==> src/rtl/semiflash_pkg.sv <==
package semiflash_pkg;

  typedef enum logic [2:0] {
    PH_IDLE,
    PH_ZERO,
    PH_COARSE,
    PH_FINE,
    PH_COMMIT
  } phase_e;

  function automatic phase_e phase_after(input phase_e p);
    case (p)
      PH_ZERO:   return PH_COARSE;
      PH_COARSE: return PH_FINE;
      PH_FINE:   return PH_COMMIT;
      default:   return PH_IDLE;
    endcase
  endfunction

endpackage

==> src/rtl/sf_phase_ctrl.sv <==
module sf_phase_ctrl
  import semiflash_pkg::*;
#(
  parameter int CNT_W = 8
) (
  input  logic             clk,
  input  logic             rst,
  input  logic             start,
  input  logic [CNT_W-1:0] len_zero,
  input  logic [CNT_W-1:0] len_coarse,
  input  logic [CNT_W-1:0] len_fine,
  output phase_e           phase,
  output logic             last
);

  logic [CNT_W-1:0] cnt;
  logic [CNT_W-1:0] len_sel;
  logic [CNT_W-1:0] span;
  logic             timed;

  always_comb begin
    case (phase)
      PH_ZERO:   len_sel = len_zero;
      PH_COARSE: len_sel = len_coarse;
      PH_FINE:   len_sel = len_fine;
      default:   len_sel = '0;
    endcase
    span  = (len_sel == '0) ? CNT_W'(1) : len_sel;
    timed = (phase == PH_ZERO) || (phase == PH_COARSE) || (phase == PH_FINE);
    last  = (phase == PH_COMMIT) || (timed && (cnt == span - CNT_W'(1)));
  end

  always_ff @(posedge clk) begin
    if (rst) begin
      phase <= PH_IDLE;
      cnt   <= '0;
    end else begin
      case (phase)
        PH_IDLE: begin
          cnt <= '0;
          if (start) phase <= PH_ZERO;
        end
        PH_COMMIT: begin
          cnt   <= '0;
          phase <= PH_IDLE;
        end
        default: begin
          if (last) begin
            cnt   <= '0;
            phase <= phase_after(phase);
          end else begin
            cnt <= cnt + CNT_W'(1);
          end
        end
      endcase
    end
  end

  // each phase is entered only from its predecessor
  a_r2_coarse_after_zero: assert property (@(posedge clk) disable iff (rst)
    (phase == PH_COARSE && $past(phase) != PH_COARSE) |-> $past(phase) == PH_ZERO);
  a_r2_fine_after_coarse: assert property (@(posedge clk) disable iff (rst)
    (phase == PH_FINE && $past(phase) != PH_FINE) |-> $past(phase) == PH_COARSE);
  a_r2_commit_after_fine: assert property (@(posedge clk) disable iff (rst)
    (phase == PH_COMMIT) |-> $past(phase) == PH_FINE);

  // a timed phase advances its cycle count by one until its last cycle
  a_r3_count_steps: assert property (@(posedge clk) disable iff (rst)
    (timed && phase == $past(phase)) |-> cnt == $past(cnt) + CNT_W'(1));

  // a new sequence begins only from idle
  a_r10_start_from_idle: assert property (@(posedge clk) disable iff (rst)
    (phase == PH_ZERO && $past(phase) != PH_ZERO) |-> $past(phase) == PH_IDLE);

endmodule

==> src/rtl/sf_therm_count.sv <==
module sf_therm_count #(
  parameter int N  = 16,
  parameter int CW = $clog2(N + 1)
) (
  input  logic [N-1:0]  code,
  output logic [CW-1:0] count
);

  // Population count: a single bubble does not move the result
  always_comb begin
    count = '0;
    for (int i = 0; i < N; i++) begin
      count = count + CW'(code[i]);
    end
  end

endmodule

==> src/rtl/sf_result.sv <==
module sf_result #(
  parameter int NIB = 4,
  localparam int CW = NIB + 1,
  localparam int DW = 2 * NIB,
  localparam int SW = DW + 1
) (
  input  logic          clk,
  input  logic          rst,
  input  logic          load,
  input  logic [CW-1:0] coarse_cnt,
  input  logic [CW-1:0] fine_cnt,
  output logic [DW-1:0] code,
  output logic          ovf_n,
  output logic          done
);

  localparam logic [SW-1:0] MAX_CODE = SW'((1 << DW) - 1);

  logic [SW-1:0] sum;
  logic          over;

  always_comb begin
    sum  = (SW'(coarse_cnt) << NIB) + SW'(fine_cnt);
    over = sum > MAX_CODE;
  end

  always_ff @(posedge clk) begin
    if (rst) begin
      code  <= '0;
      ovf_n <= 1'b1;
      done  <= 1'b0;
    end else begin
      done <= load;
      if (load) begin
        code  <= over ? '1 : sum[DW-1:0];
        ovf_n <= ~over;
      end
    end
  end

  // an overflowed result is saturated to all ones
  a_r9_ovf_saturates: assert property (@(posedge clk) disable iff (rst)
    !ovf_n |-> code == '1);

  // the result only moves on the commit edge
  a_r8_hold_between: assert property (@(posedge clk) disable iff (rst)
    !done |-> ($stable(code) && $stable(ovf_n)));

  // completion is a single-cycle pulse
  a_r8_done_pulse: assert property (@(posedge clk) disable iff (rst)
    done |=> !done);

endmodule

==> src/rtl/semiflash_seq.sv <==
module semiflash_seq
  import semiflash_pkg::*;
#(
  parameter int NCMP  = 16,
  parameter int CNT_W = 8,
  localparam int NIB = $clog2(NCMP),
  localparam int CW  = NIB + 1,
  localparam int DW  = 2 * NIB
) (
  input  logic             clk,
  input  logic             rst,
  input  logic             start,
  input  logic [CNT_W-1:0] len_zero,
  input  logic [CNT_W-1:0] len_coarse,
  input  logic [CNT_W-1:0] len_fine,
  input  logic [NCMP-1:0]  cmp_in,
  output logic             sw_zero,
  output logic             sw_coarse,
  output logic             sw_fine,
  output logic             latch_strobe,
  output logic [NCMP-1:0]  dac_therm,
  output logic [DW-1:0]    code,
  output logic             ovf_n,
  output logic             done
);

  phase_e          phase;
  logic            last;
  logic [NCMP-1:0] coarse_q;
  logic [NCMP-1:0] fine_q;
  logic [NCMP-1:0] codes  [2];
  logic [CW-1:0]   counts [2];

  sf_phase_ctrl #(.CNT_W(CNT_W)) u_ctrl (
    .clk        (clk),
    .rst        (rst),
    .start      (start),
    .len_zero   (len_zero),
    .len_coarse (len_coarse),
    .len_fine   (len_fine),
    .phase      (phase),
    .last       (last)
  );

  // Strobes decode the registered phase
  assign sw_zero      = (phase == PH_ZERO);
  assign sw_coarse    = (phase == PH_COARSE);
  assign sw_fine      = (phase == PH_FINE);
  assign latch_strobe = (phase == PH_COMMIT);

  // One comparator bank, sampled once per compare phase
  always_ff @(posedge clk) begin
    if (rst) begin
      coarse_q <= '0;
      fine_q   <= '0;
    end else begin
      if (sw_coarse && last) coarse_q <= cmp_in;
      if (sw_fine && last)   fine_q   <= cmp_in;
    end
  end

  assign dac_therm = coarse_q;
  assign codes[0]  = coarse_q;
  assign codes[1]  = fine_q;

  for (genvar g = 0; g < 2; g++) begin : g_count
    sf_therm_count #(.N(NCMP), .CW(CW)) u_cnt (
      .code  (codes[g]),
      .count (counts[g])
    );
  end

  sf_result #(.NIB(NIB)) u_res (
    .clk        (clk),
    .rst        (rst),
    .load       (latch_strobe),
    .coarse_cnt (counts[0]),
    .fine_cnt   (counts[1]),
    .code       (code),
    .ovf_n      (ovf_n),
    .done       (done)
  );

  // phase strobes never overlap
  a_r2_onehot_strobes: assert property (@(posedge clk) disable iff (rst)
    $onehot0({sw_zero, sw_coarse, sw_fine, latch_strobe}));

  // the DAC drive is frozen for the whole fine phase
  a_r4_dac_frozen: assert property (@(posedge clk) disable iff (rst)
    (sw_fine && $past(sw_fine)) |-> $stable(dac_therm));

  // the DAC drive changes only when leaving the coarse phase
  a_r4_dac_moves_at_capture: assert property (@(posedge clk) disable iff (rst)
    !$stable(dac_therm) |-> $past(sw_coarse));

endmodule

==> config.mk <==
export PLATFORM = sky130hd
export DESIGN_NAME = semiflash_seq
export DESIGN_NICKNAME = d
export VERILOG_FILES = /design/src/rtl/semiflash_pkg.sv /design/src/rtl/sf_phase_ctrl.sv /design/src/rtl/sf_therm_count.sv /design/src/rtl/sf_result.sv /design/src/rtl/semiflash_seq.sv
export SDC_FILE = /design/constraint.sdc
export NUM_CORES = 1
export LEC_CHECK = 0
export ABC_AREA = 1
export BUFFER_PORTS_ARGS = -buffer_cell sky130_fd_sc_hd__buf_2
export CORE_MARGIN = 3
export CORE_UTILIZATION = 50
export DETAILED_ROUTE_END_ITERATION = 12
export PLACE_DENSITY_LB_ADDON = 0.2
export REMOVE_ABC_BUFFERS = 1
export SYNTH_ARGS = -nofsm -noshare
export SYNTH_HDL_FRONTEND = slang
export SYNTH_SLANG_ARGS = --single-unit
==> constraint.sdc <==
create_clock -name clk -period 4.32 [get_ports clk]
set_input_delay 0.432 -clock clk [delete_from_list [all_inputs] [get_ports clk]]
set_output_delay 0.432 -clock clk [all_outputs]
set_load 0.05 [all_outputs]
Word-level counts from Yosys, hierarchy flattened

Cells that the tools add are included.

Add/sub/neg operators: 33
Magnitude comparators: 1
Eq/ne operators: 6
Mux-type cells: 7
Bitwise logic cells: 1
Reduce and logical (&&, ||, !) cells: 11

Operators with widths:

| cell                | count |
|---|---|
| $add 5x1->5         | 28 |
| $pmux 8 s3          | 1 |
| $mux 8              | 2 |
| $add 9x5->9         | 1 |
| $gt 9x8->1 const B  | 1 |
| $pmux 3 s3          | 1 |
| $add 8x1->8 const B | 1 |
| $eq 8x8->1          | 1 |
| $logic_not 8->1     | 1 |
| $sub 8x1->8 const B | 1 |
| $eq 3x2->1 const B  | 2 |
| $mux 3              | 2 |
| $pmux 3 s2          | 1 |
| $add 1x1->2         | 2 |
| $reduce_or 4->1     | 1 |
| $eq 3x1->1 const B  | 1 |
| $eq 3x3->1 const B  | 1 |
| $logic_and 1x1->1   | 3 |
| $logic_not 3->1     | 1 |
| $logic_or 1x1->1    | 3 |
| $reduce_bool 3->1   | 1 |
| $ne 2x2->1 const B  | 1 |
| $reduce_and 2->1    | 1 |
| $not 1->1           | 1 |

Register bits after elaboration: 53
Output and inout port bits: 30
Logic and storage cells: 66

Longest topological paths before layout

Word-level depth: 18
Mapped depth: 25
Gate-level depth less buffers: 23

Cells and area by module

From an unflattened synthesis, not the netlist that was laid out.

Cells, all modules: 630
Area total of the unflattened synthesis: 4449.3 um^2

By module, submodules not included:

| module                            | times used | cells each | area each (um^2) | seq. area each (um^2) |
|---|---|---|---|---|
| semiflash_seq                     | 1          | 264        | 1669.1           | 640.6 |
| sf_phase_ctrl                     | 1          | 194        | 1366.3           | 220.2 |
| sf_therm_count (g_count[0].u_cnt) | 1          | 61         | 506.7            | 0.0 |
| sf_therm_count (g_count[1].u_cnt) | 1          | 57         | 483.0            | 0.0 |
| sf_result                         | 1          | 54         | 424.2            | 200.2 |

Worst setup path after synthesis

Ideal clock, no wire load.

Kind: register to register
Start: reg coarse_q[1] (netlist: dac_therm[1])
End: reg u_res.code[2]
Arrival: 4482 ps
Required time: 4174 ps
Setup slack: -308 ps
Cell stages (with the launch flop): 15
Path buffers: 0
Period minus slack after synthesis: 4628 ps
Cells stage by stage: dfxtp_1 > ha_1 > inv_1 > fa_1 > fa_1 > fa_1 > fa_1 > fa_1 > fa_1 > inv_1 > ha_1 > nand2_1 > o221ai_1 > nand2_1 > o311ai_0

Cells in the longest elaborated chain, start to end: 18

Ends and longest elaborated chain:

| item                      | RTL line             | source |
|---|---|---|
| start, declared           | semiflash_seq.sv:29  | `logic [NCMP-1:0] coarse_q;` |
| start signal, assigned    | semiflash_seq.sv:57  | `if (sw_coarse && last) coarse_q <= cmp_in;` |
| $add 1x1->2               | sf_therm_count.sv:13 | `count = count + CW'(code[i]);` |
| $add 5x1->5 (14 in a row) | sf_therm_count.sv:13 |  |
| $add 9x5->9               | sf_result.sv:23      | `sum = (SW'(coarse_cnt) << NIB) + SW'(fine_cnt);` |
| $gt 9x8->1                | sf_result.sv:24      | `over = sum > MAX_CODE;` |
| $mux 8                    | sf_result.sv:35      | `code <= over ? '1 : sum[DW-1:0];` |
| end signal, assigned      | sf_result.sv:35      |  |
| end, declared             | sf_result.sv:12      | `output logic [DW-1:0] code,` |

Every way passes these cells.
A chain may end at the register's enable or synchronous reset.

Worst setup path after layout

Start: reg fine_q[0]
End: reg u_res.ovf_n

Cells in the longest elaborated chain, start to end: 18

Ends and longest elaborated chain:

| item                      | RTL line             | source |
|---|---|---|
| start, declared           | semiflash_seq.sv:30  | `logic [NCMP-1:0] fine_q;` |
| start signal, assigned    | semiflash_seq.sv:58  | `if (sw_fine && last) fine_q <= cmp_in;` |
| $add 1x1->2               | sf_therm_count.sv:13 |  |
| $add 5x1->5 (14 in a row) | sf_therm_count.sv:13 |  |
| $add 9x5->9               | sf_result.sv:23      |  |
| $gt 9x8->1                | sf_result.sv:24      |  |
| $not 1->1                 | sf_result.sv:36      | `ovf_n <= ~over;` |
| end signal, assigned      | sf_result.sv:36      |  |
| end, declared             | sf_result.sv:13      | `output logic ovf_n,` |

Every way passes these cells.

==> metrics <==
total area of sequential cells=roughly 0.0011 mm2; max-slew violation count=0; violated checks=negative setup slack; share of flip-flops with an asynchronous set or reset=0%; half-perimeter wire length after placement=5.946 mm; flops & latches, synth=53; unrepaired setup endpoints after global routing=true; Peak Freq=221.7 MHz; leading cell type by number of instances after synthesis=nand2_1; Synth Area in Compound Gates=about 3.3%; leakage power total=~2.1 nW; number of hold-repair buffers added at the cts stage=0; total number of vias=roughly 3200; Final Core Density=roughly three fifths; post-synthesis average cell area=7.062 um2; number of nets with antenna violations after routing=0; capturing point of the worst reg2reg path=u_res.ovf_n; all-layer global routing usage=19.80%; Max transition margin=roughly 55%; IO Pins=73; main combinational cell family by area after synthesis=simple AND/OR/NAND/NOR gates; Main synth FF type=dfxtp_1; first-iteration detailed-routing DRC count=105; final critical-path required period=around 4500 ps; max-cap violations=0; Yosys Warn Count=0; Netlist Area Pre-Place=roughly 0.0036 mm2; fraction of the mapped netlist area in simple logic gates=35.57%; area added between synthesis and finish=18.41%; hold path startpoint=rst; die footprint=a little over 0.008 mm2; largest fanout on the critical path=5; HP Class=in2reg; Commonest cells post-synth=nand2_1 (127), inv_1 (92), nor2_1 (89), dfxtp_1 (53), nand3_1 (25); CTS tree=yes; Worst Setup End Kind=flip-flop; wire length per cell=approximately 11 um; total number of H-tree levels=2; diode insertion count for antenna repair=0; post-layout worst setup margin=-191.1 ps; worst ir drop on vdd=between 200 and 250 uV; initial antenna violation count=0; height of the die=slightly above 90 um; register-to-register setup slack=-190 ps; detail-routed via count per cell=between 4 and 5; Min Hold Slack=330.9 ps; cts bufs inserted=5; final hold violation count=0; adder and majority cell fraction of the synthesized area=between 10% and 20%; worst clock skew=6.616 ps; number of enable-type register cells in the synthesized netlist=0; Final Cycle Share=104.4%; Layout fillers=approximately 660; Initial DRT Pass Iterations=4; Synth Area in XOR/XNOR=2.436%; total of buffers placed on input and output ports=between 70 and 80; global placer's final weighted congestion=between 0.8 and 0.9; Sinks on Clock Net=53; power density over the cells=approximately 360 mW/mm2; outcome=finished, violations left; number of distinct library cells after synthesis=33; number of nets in the layout=between 600 and 700; Placement Rows=30; Setup Viol. Count Final=9; r2r startpoint=fine_q[0]; required time of the worst setup path=4540 ps; number of cells on the worst hold path=2; multiplexer share of the synthesized area=0%; dominant cell type by area after synthesis=dfxtp_1; worst reg-to-reg path cell count=16; Die Span X=~90 um; via count of the first global-routing pass=3000; clock-pin transition on the worst setup and hold timing paths=100 ps; fraction of post-synthesis cell area in the top cell type by area=~30%; Gate Count Post-Synth=a little over 500; buffer type at the clock tree root=clkbuf_8; maximum number of pins on one net before global-route repair=35; effective utilization at floorplan=a little over half; slew at the pin closest to its max-slew limit=671.9 ps; destination of the worst hold path=u_ctrl.phase[2]; aggregate routed wire length=7.889 mm; overflow left after global routing=0; leading cell types by total area after synthesis=dfxtp_1 (30%), nand2_1 (13%), fa_1 (11%), inv_1 (9.6%), nor2_1 (9.3%); global-route wire length before repair=about 13 mm; type of the worst setup path=reg2reg; Seq/Total Area, Yosys=about 30%; share of cells above drive strength 1=between 20% and 30%; worst setup slack before clock tree synthesis=-422.6 ps; multi-input gate area in the final layout=~0.0021 mm2; worst-case clock buffer depth=2; CORE AREA=between 0.006 and 0.007 mm2; insertion delay of the later-clocked pin in the worst-skew pair=roughly 310 ps; sort of element at the start of the critical path=flip-flop; drc violations=0; CP arrival=~4700 ps
-- registers in the layout (all words and copies together), names as in the netlist --
signal / flops
dac_therm: 16
fine_q: 16
u_ctrl.cnt: 8
u_res.code: 8
u_ctrl.phase: 3
u_res.done: 1
u_res.ovf_n: 1
-- power breakdown --
group / internal [mW] / switching [mW] / leakage (nW)
clock: 0.116 / 0.175 / 0.0456
sequential: 0.504 / 0.0268 / 0.428
combinational: 0.230 / 0.463 / 1.60
-- repair_timing --
action / CTS / global route
setup buffers: 7 / 1
gates resized for setup: 14 / 5
setup endpoints to repair: 9 / 9
pin swaps: 6 / 5
gates cloned: 1 / 0
-- area by class of cell --
type	instances	area share, %
clock buffer	6	1.705
clock inverter	2	0.3233
inverter	96	8.466
multi-input combinational	348	50.24
sequential	53	24.99
tap	96	2.822
timing repair buffer	89	11.46
-- logic make-up after synthesis --
group,Yosys count
AND/OR/NAND/NOR,285
buffers and inverters,109
flip-flops,53
adder cells (fa/ha/maj),34
AO/OA/AOI/OAI,18
XOR/XNOR,10
-- per-layer routing --
metal / track usage [%] / vias to the layer above / share of wire [%]
met3: 3.917 / 14 / 3.7
met2: 32.55 / 54 / 46
met1: 25.93 / 1429 / 48
met5: 0 / - / 0
met4: 6.910 / 0 / 2.2
li1: - / 1688 / -
-- worst max-delay path by stage --
| stage | slack, ps | to | startpoint |
|---|---|---|---|
| 5_1_grt | -360 | u_res.code[0] | fine_q[1] |
| 3_3_place_gp | -280 | u_res.ovf_n | fine_q[0] |
| 4_1_cts | -130 | u_res.ovf_n | fine_q[1] |
| 3_5_place_dp | -420 | u_res.ovf_n | fine_q[0] |
| 2_1_floorplan | -310 | u_res.code[2] | dac_therm[1] |
| 6_report | -190 | u_res.ovf_n | fine_q[0] |
-- metrics by stage --
stage,power [mW],setup TNS (ps),area (um2),std cells
floorplan,1.089,-2277,3481,496
global placement,1.214,-1968,4029,673
detailed placement,1.230,-3244,4029,673
CTS,1.519,-860.2,4220,689
global route,1.636,-2845,4257,690
finish,1.514,-1438,4257,690
-- cells in the final DEF (no fill, tap or decap), drive strengths merged --
cell type	Yosys	layout
nor2	106	106
a21oi	5	5
buf	10	89
inv	95	96
xnor2	4	4
nand3b	1	1
nand4	12	12
clkbuf	3	6
nand3	28	28
o221ai	1	1
dfxtp	53	53
fa	20	20
o211ai	4	4
xor2	6	6
o311ai	1	1
nor3	2	2
o31a	1	1
nor3b	1	1
clkinv	1	2
ha	14	14
o21ai	5	5
o21a	1	1
nand2	135	136
-- critical path, cell delays in order, from the launching register on --
cell and delay, ps:
dfxtp_2 350, ha_4 260, inv_2 30, fa_1 490, fa_1 430, fa_1 520
fa_1 440, fa_2 370, fa_2 360, nor2_2 130, o21a_1 140, ha_2 210
ha_4 140, nand2_2 70, o221ai_4 250, nand2_4 110, o31a_1 120
Power figures use the tool's default switching activity.
